<file path="src/rtl/booth_pkg.sv">
package booth_pkg;

  typedef struct packed {
    logic two;
    logic neg;
    logic zero;
  } booth_sel_t;

  function automatic booth_sel_t booth_recode(input logic [2:0] win);
    booth_sel_t s;
    s = '{two: 1'b0, neg: 1'b0, zero: 1'b0};
    case (win)
      3'b000, 3'b111: s.zero = 1'b1;
      3'b001, 3'b010: ;
      3'b011:         s.two  = 1'b1;
      3'b100: begin   s.two  = 1'b1; s.neg = 1'b1; end
      default:        s.neg  = 1'b1;
    endcase
    return s;
  endfunction

endpackage

</file>
<file path="src/rtl/booth_ctrl.sv">
module booth_ctrl #(
  parameter int W = 8
) (
  input  logic clk,
  input  logic rst,
  input  logic load,
  output logic accept,
  output logic recode_en,
  output logic add_en,
  output logic fin_en,
  output logic done
);
  localparam int LAST = W + 1;
  localparam int CW   = $clog2(LAST + 1);

  logic [CW-1:0] cnt_q;
  logic          ph_q;
  logic          idle;

  assign idle      = (cnt_q == '0);
  assign accept    = load && !ph_q && idle;
  assign recode_en = !idle && (cnt_q != CW'(LAST)) && cnt_q[0];
  assign add_en    = !idle && !cnt_q[0];
  assign fin_en    = (cnt_q == CW'(LAST));

  always_ff @(posedge clk) begin
    if (rst) begin
      cnt_q <= '0;
      ph_q  <= 1'b0;
      done  <= 1'b0;
    end else begin
      ph_q <= ~ph_q;
      done <= fin_en;
      if (accept)      cnt_q <= CW'(1);
      else if (fin_en) cnt_q <= '0;
      else if (!idle)  cnt_q <= cnt_q + CW'(1);
    end
  end

  // a run begins only after an even-phase load
  a_r2_start_even: assert property (@(posedge clk) disable iff (rst)
    (cnt_q == CW'(1)) |-> ($past(load) && !$past(ph_q)));

  // a run in progress advances one step per clock whatever load does
  a_r5_busy_advance: assert property (@(posedge clk) disable iff (rst)
    (!idle && !fin_en) |=> (cnt_q == $past(cnt_q) + CW'(1)));

  // done is a single-cycle pulse
  a_r4_done_pulse: assert property (@(posedge clk) disable iff (rst)
    done |=> !done);

endmodule

</file>
<file path="src/rtl/booth_recoder.sv">
module booth_recoder
  import booth_pkg::*;
(
  input  logic       clk,
  input  logic       rst,
  input  logic       clr,
  input  logic       en,
  input  logic [2:0] win,
  output booth_sel_t sel
);
  always_ff @(posedge clk) begin
    if (rst || clr) sel <= '{two: 1'b0, neg: 1'b0, zero: 1'b1};
    else if (en)    sel <= booth_recode(win);
  end

  // a zero selection never doubles or negates
  a_r7_sel_legal: assert property (@(posedge clk) disable iff (rst)
    sel.zero |-> (!sel.two && !sel.neg));

endmodule

</file>
<file path="src/rtl/booth_addshift.sv">
module booth_addshift
  import booth_pkg::*;
#(
  parameter int W = 8
) (
  input  logic           clk,
  input  logic           rst,
  input  logic           accept,
  input  logic           add_en,
  input  logic [W-1:0]   a_in,
  input  logic [W-1:0]   b_in,
  input  booth_sel_t     sel,
  output logic [2:0]     win,
  output logic [2*W-1:0] prod
);
  localparam int HW = W + 2;

  logic [HW-1:0] hi_q;
  logic [W-1:0]  lo_q;
  logic [W-1:0]  b_q;
  logic          prev_q;
  logic [HW-1:0] bext, mag, pick, addend, sum;

  assign bext   = {{2{b_q[W-1]}}, b_q};
  assign mag    = sel.two ? (bext << 1) : bext;
  assign pick   = sel.zero ? '0 : mag;
  assign addend = sel.neg ? ~pick : pick;
  assign sum    = hi_q + addend + HW'(sel.neg);

  assign win  = {lo_q[1:0], prev_q};
  assign prod = {hi_q[W-1:0], lo_q};

  always_ff @(posedge clk) begin
    if (rst) begin
      hi_q   <= '0;
      lo_q   <= '0;
      b_q    <= '0;
      prev_q <= 1'b0;
    end else if (accept) begin
      hi_q   <= '0;
      lo_q   <= a_in;
      b_q    <= b_in;
      prev_q <= 1'b0;
    end else if (add_en) begin
      hi_q   <= {{2{sum[HW-1]}}, sum[HW-1:2]};
      lo_q   <= {sum[1:0], lo_q[W-1:2]};
      prev_q <= lo_q[1];
    end
  end

  // a zero selection leaves the upper partial product unchanged
  a_r7_zero_passes: assert property (@(posedge clk) disable iff (rst)
    (add_en && sel.zero) |-> (sum == hi_q));

  // an add step shifts the old bit 1 into the recode history bit
  a_r3_history: assert property (@(posedge clk) disable iff (rst)
    (add_en && !accept) |=> (prev_q == $past(lo_q[1])));

endmodule

</file>
<file path="src/rtl/booth_mult_seq.sv">
module booth_mult_seq
  import booth_pkg::*;
#(
  parameter int W = 8
) (
  input  logic           clk,
  input  logic           rst,
  input  logic           load,
  input  logic [W-1:0]   a_in,
  input  logic [W-1:0]   b_in,
  output logic [2*W-1:0] product,
  output logic           done
);
  logic           accept, recode_en, add_en, fin_en;
  logic [2:0]     win;
  logic [2*W-1:0] prod_w;
  booth_sel_t     sel;

  initial begin
    assert (W >= 2 && W % 2 == 0)
      else $error("operand width must be even");
  end

  booth_ctrl #(.W(W)) u_ctrl (
    .clk(clk), .rst(rst), .load(load), .accept(accept),
    .recode_en(recode_en), .add_en(add_en), .fin_en(fin_en), .done(done)
  );

  booth_recoder u_rec (
    .clk(clk), .rst(rst), .clr(accept), .en(recode_en), .win(win), .sel(sel)
  );

  booth_addshift #(.W(W)) u_dp (
    .clk(clk), .rst(rst), .accept(accept), .add_en(add_en),
    .a_in(a_in), .b_in(b_in), .sel(sel), .win(win), .prod(prod_w)
  );

  always_ff @(posedge clk) begin
    if (rst)         product <= '0;
    else if (fin_en) product <= prod_w;
  end

  // the product only changes when a run completes
  a_r4_hold: assert property (@(posedge clk) disable iff (rst)
    !$past(fin_en) |-> $stable(product));

endmodule

</file>
<file path="config.mk">
export PLATFORM = sky130hd
export DESIGN_NAME = booth_mult_seq
export DESIGN_NICKNAME = d
export VERILOG_FILES = /design/src/rtl/booth_pkg.sv /design/src/rtl/booth_ctrl.sv /design/src/rtl/booth_recoder.sv /design/src/rtl/booth_addshift.sv /design/src/rtl/booth_mult_seq.sv
export SDC_FILE = /design/constraint.sdc
export NUM_CORES = 1
export LEC_CHECK = 0
export ABC_AREA = 0
export BUFFER_PORTS_ARGS = -buffer_cell sky130_fd_sc_hd__buf_4
export CORE_MARGIN = 2
export CORE_UTILIZATION = 35
export CTS_CLUSTER_SIZE = 28
export DETAILED_ROUTE_END_ITERATION = 16
export SLEW_MARGIN = 20
export SYNTH_ARGS = -nofsm -noshare
export SYNTH_HDL_FRONTEND = slang
export SYNTH_SLANG_ARGS = --single-unit
export TNS_END_PERCENT = 100
</file>
<file path="constraint.sdc">
create_clock -name clk -period 2.3 [get_ports clk]
set_clock_uncertainty 0.05 [all_clocks]
set_input_delay 0.115 -clock clk [delete_from_list [all_inputs] [get_ports clk]]
set_output_delay 0.115 -clock clk [all_outputs]
set_load 0.05 [all_outputs]
</file>
==> metrics.txt <==
critical path buffer and inverter count=1; Setup CP Type=reg -> reg; number of nets in the final layout=about 400; minimum period implied by the final worst setup slack=roughly 2.2 ns; library cell with the highest instance count after synthesis=nand2_1; Switching Share=between 20 and 30%; cell area after synthesis=2560 µm²; total leakage power=approximately 0.0013 µW; number of max-slew violations in the final report=0; cell count after synthesis=311; data required time at the worst endpoint=between 2 and 2.5 ns; Clock Pin Slew Worst Setup and Hold Paths=around 0.09 ns; Final setup violation count=0; switching power of the nets=601 µW; dpl ws=-0.0398 ns; number of DRC markers after the initial detailed-route iteration=roughly 120; number of search-and-repair iterations in the first detailed-routing pass=4; count of endpoints failing hold in the final timing report=0; worst path setup slack after routing=0.0654 ns; number of global-route vias before repair=around 2000; Seq pwr share=47.2%; DRT Wirelength=approximately 5600 µm; top cell types by occurrence after synthesis=nand2_1 (69), dfxtp_1 (50), a21oi_1 (45), nor2_1 (16), ha_1 (12); clock network power share=30.1%; average routed wire per standard cell=approximately 12 µm; maximum clock insertion buffer count=2; share of synthesized area spent on multiplexers=~4.5%; post-layout instance area=around 3200 µm²; Fin Setup TNS=0 ns; standard cell with the maximum stage delay on the critical path=dfxtp_4; library cells used by synthesis=48; combinational share of power=22.8%; area share of the largest cell type after synthesis=39.1%; actual transition at the worst max-transition pin=between 0.5 and 0.6 ns; number of input and output port buffers inserted=35; total nets after synthesis=about 340; total global routing track utilization=14.3%; Post-Synth XOR/XNOR Area=~4.5%; grt ovf=0; total clock sinks=50; cell seen most often among critical-path stages=xor2_1; DR vias/cell=4.80; number of violations of the max-capacitance limit=0; initial antenna violation count=0; CTS tree=yes; Crit. End Element=flop; Relative slew margins=about two thirds; area overhead of the layout relative to synthesis=26.3%; internal power component=~1500 µW; worst skew pair latency=0.31 ns; maximum number of pins on one net before global-route repair=40; compound-cell area share of the yosys netlist=17.8%; largest voltage drop on the vdd net=between 0.0003 and 0.0004 V; DP Area=2990 µm²; Worst EP arrival=2.38 ns; Mapped Avg Cell Area=approximately 8.2 µm²; Warnings, synthesis=0; slowest stage delay, CP=between 0.3 and 0.4 ns; number of enable-type register cells in the synthesized netlist=0; RSZ-0062 raised after global routing=yes; weighted congestion reported at the end of routability-driven placement=roughly 0.84; flops & latches, synth=50; die footprint=about 8000 µm²; drt drc=0; crit start category=flop; post-synthesis async set-or-reset flop share=0%; ordered cell list for the critical path=buf_4 -> mux2i_1 -> nor2_1 -> xor2_1 -> ha_1 -> a21o_1 -> nor3b_2 -> o2bb2ai_1 -> xor2_1 -> o21ai_0; antenna cells=0; count of nets left with antenna violations after detail routing=0; Crit path max-delay family=compound AO/OA/AOI/OAI gates; top cells by area, synth=dfxtp_1 (39%), nand2_1 (10%), a21oi_1 (8.8%); DR vias=between 2000 and 2500; floorplan row count=31; sequential area share after synthesis=just under 40%; share of the clock period used by the worst path after layout=a little over nine tenths; post-synth top area cell=dfxtp_1; Clock H-tree levels=2; area of the core region=about 7200 µm²; maximum frequency from static timing analysis=approximately 0.45 GHz; synthesized-area fraction occupied by adder cells=between 6 and 7%; total power of the final layout=a little over 2000 µW; CTS Buf Count=5; area fraction in and, or, nand and nor cells after synthesis=around a quarter; result of the run=completed; Top Ports=36; global-route wire length before repair=roughly 9000 µm; main combinational cell family by area after synthesis=simple AND/OR/NAND/NOR gates; Die Wd=about 90 µm; initial standard-cell utilization of the core=a little over a third; total power divided by cell area=roughly 640 nW/µm²; clock tree root buffer cell=clkbuf_8; maximum fanout along the worst path=5; Hold/Removal Path Class=in -> reg; floorplan die height=roughly 90 µm; most common flop cell mapped by yosys=dfxtp_1; post-detail-place hpwl=slightly above 4000 µm; number of filler cells placed in the layout=757; fraction of final layout cells with drive strength greater than 1=about a quarter
-- area by class of cell --
cell class | count | area [µm²] | share of cell area [%]
multi-input combinational | 241 | 1510 | 46.7
inverter | 5 | 18.8 | 0.581
timing repair buffer | 60 | 463 | 14.3
clock buffer | 6 | 72.6 | 2.25
tap | 99 | 124 | 3.83
sequential | 50 | 1000 | 31.1
clock inverter | 2 | 37.5 | 1.16
-- tightest hold or removal path: cells and delay by family --
kind,cells,cell delay (ns)
buffers and inverters,1,0.11
AND/OR/NAND/NOR,1,0.05
AO/OA/AOI/OAI,1,0.05
-- cell usage in the layout, fill, tap and decap left out, types with 2 or more instances in the layout --
cell type,synthesis,routed
mux2i_1,10,10
inv_1,5,5
o31ai_2,1,2
o21ai_0,8,8
nand2b_1,7,6
nor3_1,5,5
a21oi_2,0,4
xnor2_1,4,4
a21o_1,3,3
a22oi_1,6,6
o21a_1,2,2
ha_1,12,10
dlygate4sd3_1,0,5
nor2_1,16,16
nand2_1,69,69
nand3b_1,2,2
a21boi_0,3,2
dfxtp_1,50,49
nor3b_2,1,2
a21oi_1,45,41
buf_4,3,55
o211ai_1,3,3
or3_1,2,2
clkbuf_8,0,5
xor2_1,9,9
nand3_1,11,11
nor2_2,2,2
-- cell families (layout without fill, tap and decap cells) --
group / after synthesis / in the layout
DFF: 50 / 50
adders and majority gates: 13 / 13
AOI/OAI and AO/OA: 77 / 77
and+or+nand+nor: 127 / 127
muxes: 11 / 11
xor gates and xnor gates: 13 / 13
buffers and inverters: 20 / 73
-- per-layer routing --
layer  up-vias  track usage (%)  routed length [µm]
met4         0             3.26                  51
met3         5             3.88                 198
li1       1173                -                   -
met2        37             22.2                2580
met1      1007             19.8                2760
met5         -                0                   0
-- power groups by stage --
stage | sequential [µW] | combinational, µW | clock, µW
after floorplan | 978 | 310 | 0
after global placement | 986 | 448 | 0
after detailed placement | 989 | 456 | 0
after CTS | 969 | 462 | 638
after global routing | 976 | 521 | 678
final | 968 | 468 | 617
-- through the flow --
step	utilization, %	hold slack, ns	std cells
3_3_place_gp	41.7	0.320	447
6_report	45.0	0.00985	463
2_1_floorplan	-	0.201	311
5_1_grt	45.0	0.0111	463
4_1_cts	43.8	0.000257	459
3_5_place_dp	41.7	0.326	447
-- repair_timing --
item                                    CTS  global route
pin swaps                                 0             6
endpoints found under the setup margin    2             5
hold buffers                              4             1
resized for setup                         2            12
setup buffers                             0             3
endpoints found under the hold margin     4             1
-- registers in the layout, summed over array words and instances, names as in the netlist --
register,count
u_dp.hi_q,8
u_ctrl.ph_q,1
u_dp.b_q,8
product,16
u_rec.sel,3
u_dp.prev_q,1
u_dp.lo_q,8
u_ctrl.done,1
u_ctrl.cnt_q,4
-- path summary, 6_finish.rpt --
kind / slack [ns] / cells past startpoint / end / start
worst max-delay path: 0.07 / 10 / u_dp.hi_q[5] / u_rec.sel[2]
worst min-delay path: 0.01 / 3 / u_dp.b_q[5] / b_in[5]
worst max register to register: 0.07 / 10 / u_dp.hi_q[5] / u_rec.sel[2]
worst min register to register: 0.37 / 1 / u_ctrl.ph_q / u_ctrl.ph_q
Power figures use the tool's default switching activity.
